[config.mk]
export PLATFORM = sky130hd
export DESIGN_NAME = peak_adc_seq
export DESIGN_NICKNAME = d
export VERILOG_FILES = /design/src/rtl/peak_seq_pkg.sv /design/src/rtl/peak_seq_sync.sv /design/src/rtl/peak_seq_blr.sv /design/src/rtl/peak_seq_ctrl.sv /design/src/rtl/peak_adc_seq.sv
export SDC_FILE = /design/constraint.sdc
export NUM_CORES = 1
export LEC_CHECK = 0
export BUFFER_PORTS_ARGS = -buffer_cell sky130_fd_sc_hd__buf_2
export CAP_MARGIN = 0
export CORE_MARGIN = 2
export CORE_UTILIZATION = 58
export CTS_CLUSTER_DIAMETER = 100
export DETAILED_ROUTE_END_ITERATION = 10
export GPL_TIMING_DRIVEN = 1
export PLACE_DENSITY = 0.83
export SYNTH_ARGS = -nofsm -noshare
export SYNTH_HDL_FRONTEND = slang
export SYNTH_SLANG_ARGS = --single-unit
[constraint.sdc]
create_clock -name clk -period 2.5 [get_ports clk]
set_input_delay 0.375 -clock clk [delete_from_list [all_inputs] [get_ports clk]]
set_output_delay 0.375 -clock clk [all_outputs]
set_load 0.005 [all_outputs]
[src/rtl/peak_seq_pkg.sv]
package peak_seq_pkg;
   typedef enum logic [1:0] {
      ST_SLEEP = 2'd0,
      ST_ARMED = 2'd1,
      ST_CONV  = 2'd2
   } seq_state_t;
endpackage

[src/rtl/peak_seq_sync.sv]
module peak_seq_sync #(
   parameter int WIDTH  = 1,
   parameter int STAGES = 2
) (
   input  logic             clk,
   input  logic             rst_n,
   input  logic [WIDTH-1:0] din,
   output logic [WIDTH-1:0] dout
);
   if (STAGES < 1) begin : g_bad_stages
      $error("peak_seq_sync: STAGES must be at least 1");
   end
   if (WIDTH < 1) begin : g_bad_width
      $error("peak_seq_sync: WIDTH must be at least 1");
   end

   logic [STAGES-1:0][WIDTH-1:0] chain_q;

   if (STAGES == 1) begin : g_single
      always_ff @(posedge clk or negedge rst_n) begin
         if (!rst_n) chain_q <= '0;
         else        chain_q <= din;
      end
   end else begin : g_multi
      always_ff @(posedge clk or negedge rst_n) begin
         if (!rst_n) chain_q <= '0;
         else        chain_q <= {chain_q[STAGES-2:0], din};
      end
   end

   assign dout = chain_q[STAGES-1];
endmodule

[src/rtl/peak_seq_blr.sv]
module peak_seq_blr #(
   parameter int HOLD_CYC  = 500,
   parameter int PULSE_CYC = 8
) (
   input  logic clk,
   input  logic rst_n,
   input  logic flag_s,
   input  logic kick,
   output logic blr_reset
);
   if (HOLD_CYC < 2) begin : g_bad_hold
      $error("peak_seq_blr: HOLD_CYC must be at least 2");
   end
   if (PULSE_CYC < 1) begin : g_bad_pulse
      $error("peak_seq_blr: PULSE_CYC must be at least 1");
   end

   localparam int HW = $clog2(HOLD_CYC + 1);
   localparam int PW = $clog2(PULSE_CYC + 1);

   logic [HW-1:0] hold_q;
   logic [PW-1:0] pulse_q;
   logic          hold_hit;
   logic          fire;

   assign hold_hit = flag_s && (hold_q == HW'(HOLD_CYC - 1));
   assign fire     = kick || hold_hit;

   always_ff @(posedge clk or negedge rst_n) begin
      if (!rst_n) begin
         hold_q  <= '0;
         pulse_q <= '0;
      end else begin
         if (!flag_s || hold_hit) hold_q <= '0;
         else                     hold_q <= hold_q + 1'b1;

         if (fire)                pulse_q <= PW'(PULSE_CYC);
         else if (pulse_q != '0)  pulse_q <= pulse_q - 1'b1;
      end
   end

   assign blr_reset = (pulse_q != '0);
endmodule

[src/rtl/peak_seq_ctrl.sv]
module peak_seq_ctrl
   import peak_seq_pkg::*;
#(
   parameter int DATA_W       = 12,
   parameter int SETTLE_CYC   = 16,
   parameter int PEAK_TIMEOUT = 1000,
   parameter int CONV_CYC     = 4,
   parameter int READ_CYC     = 3,
   parameter int NOISE_PERIOD = 2000
) (
   input  logic              clk,
   input  logic              rst_n,
   input  logic              valid_s,
   input  logic              valid_rise,
   input  logic              peak_fall,
   input  logic [DATA_W-1:0] adc_data,
   output logic              adc_wake,
   output logic              adc_convert,
   output logic              adc_read,
   output logic              timeout_kick,
   output logic              res_valid,
   output logic [DATA_W-1:0] res_data,
   output logic              res_noise
);
   if (SETTLE_CYC < 1 || CONV_CYC < 1 || READ_CYC < 1) begin : g_bad_phase
      $error("peak_seq_ctrl: settle, convert and read lengths must be positive");
   end
   if (NOISE_PERIOD < 2 || PEAK_TIMEOUT < 2) begin : g_bad_period
      $error("peak_seq_ctrl: noise period and peak timeout must be at least 2");
   end

   localparam int CONV_END = CONV_CYC + READ_CYC - 1;
   localparam int TMAX_A   = (PEAK_TIMEOUT > SETTLE_CYC) ? PEAK_TIMEOUT : SETTLE_CYC;
   localparam int TMAX     = (TMAX_A > CONV_END + 1) ? TMAX_A : CONV_END + 1;
   localparam int TW       = $clog2(TMAX + 1);
   localparam int QW       = $clog2(NOISE_PERIOD + 1);

   seq_state_t        state_q, state_d;
   logic [TW-1:0]     tmr_q, tmr_d;
   logic [QW-1:0]     quiet_q, quiet_d;
   logic              noise_q, noise_d;
   logic              capture;
   logic              res_valid_q;
   logic [DATA_W-1:0] res_data_q;
   logic              res_noise_q;

   always_comb begin
      state_d      = state_q;
      tmr_d        = tmr_q + 1'b1;
      noise_d      = noise_q;
      timeout_kick = 1'b0;
      capture      = 1'b0;
      unique case (state_q)
         ST_SLEEP: begin
            tmr_d = '0;
            if (valid_rise) begin
               state_d = ST_ARMED;
               noise_d = 1'b0;
            end else if (quiet_q == QW'(NOISE_PERIOD - 1)) begin
               state_d = ST_ARMED;
               noise_d = 1'b1;
            end
         end
         ST_ARMED: begin
            if (noise_q) begin
               if (valid_rise) begin
                  tmr_d   = '0;
                  noise_d = 1'b0;
               end else if (tmr_q == TW'(SETTLE_CYC - 1)) begin
                  state_d = ST_CONV;
                  tmr_d   = '0;
               end
            end else begin
               if (peak_fall) begin
                  state_d = ST_CONV;
                  tmr_d   = '0;
               end else if (tmr_q == TW'(PEAK_TIMEOUT - 1)) begin
                  state_d      = ST_SLEEP;
                  tmr_d        = '0;
                  timeout_kick = 1'b1;
               end
            end
         end
         ST_CONV: begin
            if (noise_q && valid_rise) begin
               state_d = ST_ARMED;
               tmr_d   = '0;
               noise_d = 1'b0;
            end else if (tmr_q == TW'(CONV_END)) begin
               state_d = ST_SLEEP;
               tmr_d   = '0;
               capture = 1'b1;
            end
         end
         default: begin
            state_d = ST_SLEEP;
            tmr_d   = '0;
         end
      endcase

      if (state_q == ST_SLEEP && state_d == ST_SLEEP && !valid_s)
         quiet_d = quiet_q + 1'b1;
      else
         quiet_d = '0;
   end

   always_ff @(posedge clk or negedge rst_n) begin
      if (!rst_n) begin
         state_q     <= ST_SLEEP;
         tmr_q       <= '0;
         quiet_q     <= '0;
         noise_q     <= 1'b0;
         res_valid_q <= 1'b0;
         res_data_q  <= '0;
         res_noise_q <= 1'b0;
      end else begin
         state_q     <= state_d;
         tmr_q       <= tmr_d;
         quiet_q     <= quiet_d;
         noise_q     <= noise_d;
         res_valid_q <= capture;
         if (capture) begin
            res_data_q  <= adc_data;
            res_noise_q <= noise_q;
         end
      end
   end

   assign adc_wake    = (state_q != ST_SLEEP);
   assign adc_convert = (state_q == ST_CONV) && (tmr_q <  TW'(CONV_CYC));
   assign adc_read    = (state_q == ST_CONV) && (tmr_q >= TW'(CONV_CYC));
   assign res_valid   = res_valid_q;
   assign res_data    = res_data_q;
   assign res_noise   = res_noise_q;
endmodule

[src/rtl/peak_adc_seq.sv]
module peak_adc_seq #(
   parameter int DATA_W           = 12,
   parameter int SYNC_STAGES      = 2,
   parameter int CLK_PERIOD_NS    = 4,
   parameter int WAKE_LIMIT_NS    = 400,
   parameter int PEAK_RISE_NS     = 2500,
   parameter int SETTLE_CYC       = 16,
   parameter int PEAK_TIMEOUT_CYC = 1000,
   parameter int CONV_CYC         = 4,
   parameter int READ_CYC         = 3,
   parameter int NOISE_PERIOD_CYC = 2000,
   parameter int BLR_HOLD_CYC     = 500,
   parameter int BLR_PULSE_CYC    = 8
) (
   input  logic              clk,
   input  logic              rst_n,
   input  logic              valid_in,
   input  logic              peak_in,
   input  logic              blr_flag_in,
   input  logic [DATA_W-1:0] adc_data,
   output logic              adc_wake,
   output logic              adc_convert,
   output logic              adc_read,
   output logic              blr_reset,
   output logic              res_valid,
   output logic [DATA_W-1:0] res_data,
   output logic              res_noise
);
   localparam int WAKE_LAT_NS = (SYNC_STAGES + 1) * CLK_PERIOD_NS;

   if (WAKE_LAT_NS > WAKE_LIMIT_NS) begin : g_bad_wake
      $error("peak_adc_seq: synchronizer depth breaks the wake latency limit");
   end
   if (PEAK_TIMEOUT_CYC * CLK_PERIOD_NS <= PEAK_RISE_NS) begin : g_bad_timeout
      $error("peak_adc_seq: peak timeout shorter than the pulse rise time");
   end
   if (DATA_W < 1) begin : g_bad_data
      $error("peak_adc_seq: DATA_W must be positive");
   end

   logic [2:0] raw_in, sync_out;
   logic       valid_s, peak_s, blr_flag_s;
   logic       valid_d, peak_d;
   logic       valid_rise, peak_fall;
   logic       timeout_kick;

   assign raw_in = {blr_flag_in, peak_in, valid_in};

   peak_seq_sync #(
      .WIDTH  (3),
      .STAGES (SYNC_STAGES)
   ) u_sync (
      .clk   (clk),
      .rst_n (rst_n),
      .din   (raw_in),
      .dout  (sync_out)
   );

   assign valid_s    = sync_out[0];
   assign peak_s     = sync_out[1];
   assign blr_flag_s = sync_out[2];

   always_ff @(posedge clk or negedge rst_n) begin
      if (!rst_n) begin
         valid_d <= 1'b0;
         peak_d  <= 1'b0;
      end else begin
         valid_d <= valid_s;
         peak_d  <= peak_s;
      end
   end

   assign valid_rise = valid_s & ~valid_d;
   assign peak_fall  = ~peak_s & peak_d;

   peak_seq_ctrl #(
      .DATA_W       (DATA_W),
      .SETTLE_CYC   (SETTLE_CYC),
      .PEAK_TIMEOUT (PEAK_TIMEOUT_CYC),
      .CONV_CYC     (CONV_CYC),
      .READ_CYC     (READ_CYC),
      .NOISE_PERIOD (NOISE_PERIOD_CYC)
   ) u_ctrl (
      .clk          (clk),
      .rst_n        (rst_n),
      .valid_s      (valid_s),
      .valid_rise   (valid_rise),
      .peak_fall    (peak_fall),
      .adc_data     (adc_data),
      .adc_wake     (adc_wake),
      .adc_convert  (adc_convert),
      .adc_read     (adc_read),
      .timeout_kick (timeout_kick),
      .res_valid    (res_valid),
      .res_data     (res_data),
      .res_noise    (res_noise)
   );

   peak_seq_blr #(
      .HOLD_CYC  (BLR_HOLD_CYC),
      .PULSE_CYC (BLR_PULSE_CYC)
   ) u_blr (
      .clk       (clk),
      .rst_n     (rst_n),
      .flag_s    (blr_flag_s),
      .kick      (timeout_kick),
      .blr_reset (blr_reset)
   );
endmodule

# Word level (Yosys, flattened, before mapping)
# Index checks and enable logic that the tools add are counted.
[word_totals]
regBits = 59
latch_bits = 0
ram_bits = 0
romBits = 0
out_inout_bits = 18
word_cells = 84
memories = 0
[op_classes]
n_addsub = 4
multipliers = 0
n_div = 0
order_cmp = 2
eq_ne = 9
shifts = 0
mux = 35
n_bitwise = 4
n_reduce_logical = 17
[ops]
columns = ["operator", "n"]
rows = [
  ["two-way mux 10 bit", 7],
  ["case mux 10 bit (2 select lines)", 1],
  ["two-way mux 2 bit", 9],
  ["two-way mux 1 bit", 12],
  ["adder 11 x 1 -> 11 bit (second input constant)", 1],
  ["== test 11 bit (second input constant)", 1],
  ["two-way mux 11 bit", 1],
  ["adder 10 x 1 -> 10 bit (second input constant)", 1],
  ["== test 10 bit (second input constant)", 1],
  ["== test 10 x 3 -> 1 bit (second input constant)", 1],
  ["== test 10 x 4 -> 1 bit (second input constant)", 1],
  [">= comparator 10 x 3 -> 1 bit (second input constant)", 1],
  ["< comparator 10 x 3 -> 1 bit (second input constant)", 1],
  ["adder 9 x 1 -> 9 bit (second input constant)", 1],
  ["== test 9 bit (second input constant)", 1],
  ["two-way mux 9 bit", 1],
  ["two-way mux 4 bit", 2],
  ["logical AND 1 bit", 6],
  ["case mux 2 bit (3 select lines)", 1],
  ["zero test 2 bit", 2],
  ["nonzero test 2 bit", 2],
  ["nonzero test 4 bit", 1],
  ["subtractor 4 x 1 -> 4 bit (second input constant)", 1],
  ["!= test 3 x 1 -> 1 bit (second input constant)", 1],
  ["10 further kinds", 14],
]

# Longest topological paths before layout
# Gate-level depths: netlist (run 1).
[depth]
word_depth = 9
depth_mapped = 8

# Cells and area by module
# From an unflattened synthesis (run 1), not the netlist that was laid out.
[unflattened]
cells_unflattened = 253
hier_area_um2 = 3016.6
[modules_own_cells]
columns = ["mod", "instances", "cells_per_inst", "area_each_um2", "seq_area_each_um2"]
rows = [
  ["peak_seq_ctrl", 1, 176, 2064.5, 950.9],
  ["peak_seq_blr", 1, 64, 701.9, 325.3],
  ["peak_seq_sync", 1, 9, 172.7, 150.1],
  ["peak_adc_seq", 1, 4, 77.6, 50.0],
]

# Least setup slack after synthesis (run 1)
# No wires, ideal clock.
[synth_path]
kind = "register -> register"
start = "reg u_ctrl.tmr_q[7]"
end = "reg u_ctrl.res_data_q[2] (netlist: u_ctrl.res_data[2])"
setup_ns = 0.125
arrival_ns = 2.003
required_ns = 2.375
slack_ns = 0.372
stages_incl_launch_ff = 7
synth_period_minus_slack_ns = 2.128
path_cell_list = "dfrtp_1 > or4_4 > nor4_4 > nor2b_1 > buf_2 > buf_4 > mux2_2"
[synth_via]
elab_chain_len = 4
[synth_rtl]
columns = ["item", "line_no", "source"]
rows = [
  ["from (decl)", "peak_seq_ctrl.sv:39", "logic [TW-1:0] tmr_q, tmr_d;"],
  ["from (signal assigned)", "peak_seq_ctrl.sv:118", "tmr_q <= tmr_d;"],
  ["== test 10 x 3 -> 1 bit", "peak_seq_ctrl.sv:89", "end else if (tmr_q == TW'(CONV_END)) begin"],
  ["two-way mux 1 bit", "peak_seq_ctrl.sv:89", ""],
  ["two-way mux 1 bit", "peak_seq_ctrl.sv:85", "if (noise_q && valid_rise) begin"],
  ["two-way mux 1 bit", "peak_seq_ctrl.sv:53", "unique case (state_q)"],
  ["via u_ctrl.capture", "peak_seq_ctrl.sv:42", "logic capture;"],
  ["to (signal assigned)", "peak_seq_ctrl.sv:123", "res_data_q <= adc_data;"],
  ["to (decl)", "peak_seq_ctrl.sv:44", "logic [DATA_W-1:0] res_data_q;"],
]
# The timed path passes the listed nets, and every way through them passes these cells.
# A chain may end at the register's enable or synchronous reset.

# Final worst setup path (run 1)
[layout_path]
start = "reg u_ctrl.tmr_q[6]"
end = "reg u_ctrl.quiet_q[1]"
[layout_via]
elab_chain_len = 9
[layout_rtl]
columns = ["item", "line_no", "source"]
rows = [
  ["== test 10 bit / == test 10 x 4 -> 1 bit (equally long branches)", "peak_seq_ctrl.sv:77, peak_seq_ctrl.sv:69", ""],
  ["two-way mux 2 bit (on tied branches)", "peak_seq_ctrl.sv:77, peak_seq_ctrl.sv:69", ""],
  ["two-way mux 2 bit (on tied branches)", "peak_seq_ctrl.sv:74, peak_seq_ctrl.sv:66", ""],
  ["two-way mux 2 bit", "peak_seq_ctrl.sv:65", "if (noise_q) begin"],
  ["case mux 2 bit (3 select lines) (*)", "peak_seq_ctrl.sv:53", ""],
  ["zero test 2 bit (*)", "peak_seq_ctrl.sv:101", "if (state_q == ST_SLEEP && state_d == ST_SLEEP && !valid_s)"],
  ["logical AND 1 bit (*) (2 in a row)", "peak_seq_ctrl.sv:101", ""],
  ["two-way mux 11 bit (*)", "peak_seq_ctrl.sv:101", ""],
  ["via u_ctrl.quiet_d[1]", "peak_seq_ctrl.sv:40", "logic [QW-1:0] quiet_q, quiet_d;"],
  ["to (signal assigned)", "peak_seq_ctrl.sv:119", "quiet_q <= quiet_d;"],
  ["to (decl)", "peak_seq_ctrl.sv:40", ""],
]
# Mark *: on every way through the listed nets, which the timed path passes. The rest lies on a longest branch.

==> impl_metrics.toml, run 1 <==
[global_route]
grt_antenna_before_repair = 0
grt_overflow = 0
grt_max_degree = 35
grt_pass1_vias = 1928
grt_pass1_wl_mm = 9.087
grt.total_usage_pct = 21.96

[power_and_ir_drop]
leakage_nw = 1.575
p_per_area_nw_per_um2 = 728.7
peakVddDrop_mv = 0.6205

[floorplan]
rows = 25
die_area_um2 = 5591
initial_core_util_pct = 60.71
dieHeight_um = 74.78
core_um2 = 4786
dieWidth_um = 74.78
ioPinCount = 35

[yosys]
synth_fp_nets = 293
synth_edf_count = 0
ys_seq_area_share_pct = 50.82
avgSynthCellArea_um2 = 10.96
synth_cell_type_count = 47
async_flop_share_pct = 100.0
ys_ff_latch = 59
synthFlopType = "dfrtp_1"
synth_area_um2 = 2905
synth_cells = 265
synth_warnings = 0

[final_layout]
layout.nets = 334
fill_cells = 381
final_core_util_pct = 69.78
regArea_um2 = 1476
diodes = 0
layout-drive-gt1-share_pct = 27.01
multi_input_area_um2 = 1321
finalNonFillerCells = 378
areaGrowthSynthToFinish_pct = 14.94

[drt]
drc = 0
first_pass_iters = 4
route.vias.total = 2066
drt-total-wl_mm = 5.317
drtIter0Drc = 169
ant_nets = 0
vias_per_cell = 5.466
wire_per_inst_um = 14.07

[flow_run]
drv_cap = 0

[setup_path]
path_class = "reg2reg"
crit_fanout = 11
worstPathArrival_ns = 2.58
start_kind = "register"
cp_data_required_time_ns = 2.76
endpoint_kind = "register"

[sta]
finalHoldViolCount = 0
clock_skew_ns = 0.006434
slew-limit-headroom_pct = 56.14
tightest_slew_ns = 0.6565
finalCritPeriodShare_pct = 92.68
final.setup.worst_slack_ns = 0.1831
fmax_mhz = 431.6
drv_slew = 0
period_needed_ns = 2.317
setup_violations = 0
grt_setup_unrepaired = "no"
tns_ns = 0

[placement]
dp.cells = 362
gp_congestion = 0.8238
portBuffers = 34
hpwl_mm = 3.733
place_ws_ns = 0.1380

[outcome]
outcome = "finished clean"

[clocking]
clock_sinks = 59
root_buffer = "clkbuf_8"
cts_max_level = 3
cts_tree = "yes"
cts_setup_buffers = 0
clockBufferDepth = 2
cts.clk_slew.worst_paths_ns = 0.07
clk_latency_ns = 0.34
numCtsBuffers = 9

[worst_hold_path]
hp-class = "in2async"
[state kept, by name (all words and copies together) (netlist names), 2 cells and up]
name	cells
u_sync.dout	3
u_sync.chain_q	3
u_ctrl.quiet_q	11
u_ctrl.res_data	12
u_ctrl.state_q	2
u_blr.hold_q	9
u_blr.pulse_q	4
u_ctrl.tmr_q	10
[synthesized netlist by cell type, types with 3 or more instances]
cell type,n,area [µm²]
nor3_1,3,15.01
nor3_2,10,100.1
mux2_1,3,33.78
mux2_2,10,112.6
nor4_1,3,18.77
xor2_1,5,43.79
nor2_1,30,112.6
nor3b_1,4,30.03
dfrtp_1,59,1476
inv_1,14,52.55
a21oi_1,4,20.02
and3_1,5,31.28
o21ai_0,3,15.01
nand2_1,20,75.07
xnor2_1,21,183.9
nand4_1,10,62.56
nand3_1,9,45.04
ha_1,11,137.6
clkbuf_1,5,18.77
[logic make-up (layout without fill, tap and decap cells)]
| family | Yosys count | in the layout | share of synthesized area, % |
|---|---|---|---|
| AO/OA/AOI/OAI | 21 | 21 | 5.900 |
| buffers and inverters | 23 | 69 | 3.747 |
| AND/OR/NAND/NOR | 112 | 112 | 21.92 |
| XOR/XNOR | 26 | 26 | 7.838 |
| flip-flops | 59 | 59 | 50.82 |
| adder cells (fa/ha/maj) | 11 | 11 | 4.737 |
| multiplexers | 13 | 13 | 5.039 |
[path summary, 6_finish.rpt]
| kind | slack (ns) | endpoint | depth (start not counted) | start |
|---|---|---|---|---|
| setup / recovery | 0.18 | u_ctrl.quiet_q[1] | 5 | u_ctrl.tmr_q[6] |
| hold / removal | 0.03 | u_sync.dout[2] | 1 | rst_n |
| setup reg to reg | 0.18 | u_ctrl.quiet_q[1] | 5 | u_ctrl.tmr_q[6] |
| hold reg to reg | 0.35 | u_sync.dout[1] | 0 | u_sync.chain_q[1] |
| max in group asynchronous | 1.88 | valid_d | 2 | rst_n |
| min in group clk | 0.13 | u_sync.chain_q[2] | 1 | blr_flag_in |
[per-stage QoR]
step	area (µm²)	power (mW)	hold slack, ns
2_1_floorplan	2905	1.471	0.07941
3_3_place_gp	3153	1.599	0.3333
3_5_place_dp	3153	1.606	0.3425
4_1_cts	3338	2.456	0.04849
5_1_grt	3339	2.574	0.07826
6_report	3339	2.434	0.03401
[critical path, stage by stage (launching register included)]
cell and delay (ns):
dfrtp_1 0.44, or4_4 0.56, nor4_4 0.26, o22ai_1 0.14, a2111o_2 0.61, nor3b_1 0.21
[report_power, final]
part / switching (mW) / internal, mW
sequential: 0.0676 / 1.01
combinational: 0.322 / 0.197
clock: 0.383 / 0.457
total: 0.773 / 1.66
[placed cells by master (no fill, tap or decap), types with 2 or more instances in the layout]
cell type / n
dfrtp_1: 59
buf_2: 34
nor2_1: 30
xnor2_1: 21
nand2_1: 20
inv_1: 14
ha_1: 11
nand4_1: 10
nor3_2: 10
mux2_2: 10
nand3_1: 9
clkbuf_8: 9
and3_1: 5
xor2_1: 5
a21oi_1: 4
nor3b_1: 4
buf_4: 4
nor4_1: 3
o21ai_0: 3
mux2_1: 3
nor3_1: 3
clkinv_2: 3
nand3b_1: 2
or2_2: 2
and2_1: 2
o21a_1: 2
a22o_1: 2
nand2b_1: 2
o31ai_1: 2
nor2b_1: 2
clkbuf_1: 2
[area by class of cell]
| type | instances | share of cell area, % |
|---|---|---|
| well taps | 67 | 2.510 |
| multi-input cells | 183 | 39.57 |
| inverters | 14 | 1.574 |
| clock buffers | 11 | 3.934 |
| repair buffers | 39 | 6.594 |
| clock inverters | 5 | 1.611 |
| flip-flops and latches | 59 | 44.21 |
[what timing repair did]
| item | 4_1_cts | 5_1_grt |
|---|---|---|
| hold buffers | 0 | 0 |
| resized for setup | 0 | 1 |
| setup endpoints to repair | 0 | 4 |
[layer usage]
metal | share of wire (%) | track usage [%] | routed length (µm)
met1 | 44 | 29.93 | 2366
met2 | 50 | 33.53 | 2650
met3 | 3.8 | 6.426 | 202
met4 | 1.8 | 8.532 | 97
met5 | 0 | 0 | 0
Note: power is estimated with default switching activity, not from simulation.
==> inputs of run 2 (changes only) <==
--- a/config.mk
+++ b/config.mk
@@ -7,11 +7,11 @@
 export LEC_CHECK = 0
 export BUFFER_PORTS_ARGS = -buffer_cell sky130_fd_sc_hd__buf_2
 export CAP_MARGIN = 0
-export CORE_MARGIN = 2
 export CORE_UTILIZATION = 58
 export CTS_CLUSTER_DIAMETER = 100
 export DETAILED_ROUTE_END_ITERATION = 10
 export GPL_TIMING_DRIVEN = 1
+export MAX_ROUTING_LAYER = met4
 export PLACE_DENSITY = 0.83
 export SYNTH_ARGS = -nofsm -noshare
 export SYNTH_HDL_FRONTEND = slang
==> run 2 against run 1 <==
Register-to-register slack about the same. Via count down 2.2%. Combinational power about the same. Global-route usage up 1.1 points. Hold slack worse by 0.0053 ns. Wire length down 3.5%. Sequential cell count unchanged. Setup slack better by 0.0058 ns. Critical path type unchanged. Critical endpoint unchanged. Largest cell class unchanged.
==> impl_metrics.toml, run 2 (synthesized netlist as in run 1, its figures left out) <==
[outcome]
outcome = "finished clean"

[clocking]
cts_setup_buffers = 0
cts_max_level = 3
numCtsBuffers = 9
clockBufferDepth = 2
root_buffer = "clkbuf_8"
clock_sinks = 59
cts.clk_slew.worst_paths_ns = 0.07
cts_tree = "yes"
clk_latency_ns = 0.34

[sta]
tightest_slew_ns = 0.5912
final.setup.worst_slack_ns = 0.1889
period_needed_ns = 2.311
finalHoldViolCount = 0
setup_violations = 0
grt_setup_unrepaired = "no"
clock_skew_ns = 0.007131
drv_slew = 0
slew-limit-headroom_pct = 60.50
finalCritPeriodShare_pct = 92.44
fmax_mhz = 432.7
hold_ws_ns = 0.02876
tns_ns = 0

[flow_run]
drv_cap = 0

[drt]
wl_met3_um = 161
wire_per_inst_um = 13.62
route.vias.total = 2021
ant_nets = 0
highest_layer = "met4"
wl_met1_mm = 2.256
drtIter0Drc = 102
drt-total-wl_mm = 5.133
first_pass_iters = 4
wl_met2_mm = 2.618
vias_per_cell = 5.361
drc = 0

[floorplan]
rows = 25
dieHeight_um = 72.78
core_um2 = 4786
ioPinCount = 35
die_area_um2 = 5296
initial_core_util_pct = 60.71
dieWidth_um = 72.78

[setup_path]
crit_fanout = 11
cp_slowest_cell = "a2111o_2"
slowest_delay_ns = 0.61
endpoint_kind = "register"
crit_family = "simple AND/OR/NAND/NOR gates"
path_class = "reg2reg"
crit_path_cell_trace = "or4_4, nor4_4, o22ai_1, a2111o_2, nor3b_1"
worstPathArrival_ns = 2.57
start_kind = "register"
r2r-end = "u_ctrl.quiet_q[1]"
reg2reg_depth = 5
cp_data_required_time_ns = 2.76
reg2reg_slack_ns = 0.19
r2r_start = "u_ctrl.tmr_q[7]"
path_buf_inv = 0
cp-startpoint = "u_ctrl.tmr_q[7]"

[placement]
portBuffers = 34
gp_congestion = 0.8594
dp.cells = 361
hpwl_mm = 3.562
place_ws_ns = 0.1439
post_dp_cell_area_um2 = 3146

[power_and_ir_drop]
leakage_nw = 1.569
peakVddDrop_mv = 0.5449
p_total_mw = 2.472
p_per_area_nw_per_um2 = 738.5

[worst_hold_path]
hp-class = "in2async"

[final_layout]
finalNonFillerCells = 377
postLayoutCellArea_um2 = 3347
areaGrowthSynthToFinish_pct = 15.20
final_core_util_pct = 69.93
layout-drive-gt1-share_pct = 27.42
largest_reg_flops = 12
final_common_cell = "dfrtp_1"
layout.nets = 333
mostFrequentLayoutCells = "dfrtp_1 (59), buf_2 (34), nor2_1 (30)"
diodes = 0

[global_route]
grt_overflow = 0
grt.total_usage_pct = 23.08
grt_antenna_before_repair = 0
grt_max_degree = 35
grt_pass1_vias = 1984
grt_pass1_wl_mm = 8.832
run 2: cell types whose count changed in the layout (fill, tap and decap cells not counted), sizes merged:
cell	delta
buf	-1
clkinv	-2
clkbuf	-2
inv	+2
clkinvlp	+2
run 2: repair_timing:
item,CTS,global route
gates resized for setup,0,1
hold buffers,0,0
endpoints found under the setup margin,0,1
run 2: layout make-up:
cell class	count	area [µm²]
inverter	14	52.55
sequential	59	1476
clock buffer	9	123.9
clock inverter	7	76.32
fill	367	1439
tap	67	83.83
multi-input combinational	183	1321
timing repair buffer	38	212.7
run 2: where the power goes:
part           leakage [nW]  internal, mW  switching, mW
registers             0.798          1.01         0.0689
clock network        0.0962         0.466          0.411
logic                 0.674         0.197          0.323
total                  1.57          1.67          0.803
run 2: layer usage:
layer | vias up | global-route usage (%)
met4 | 0 | 10.89
met5 | - | -
met3 | 10 | 7.182
met1 | 996 | 27.72
met2 | 29 | 35.62
li1 | 986 | -
run 2: worst max path at each step:
stage                    endpoint  slack, ns  depth (start not counted)
2_1_floorplan  u_ctrl.res_data[2]       0.37                          6
3_3_place_gp    u_ctrl.quiet_q[1]       0.19                          5
3_5_place_dp    u_ctrl.quiet_q[1]       0.14                          5
4_1_cts         u_ctrl.quiet_q[1]       0.13                          5
5_1_grt         u_ctrl.quiet_q[1]       0.07                          5
6_report        u_ctrl.quiet_q[1]       0.19                          5
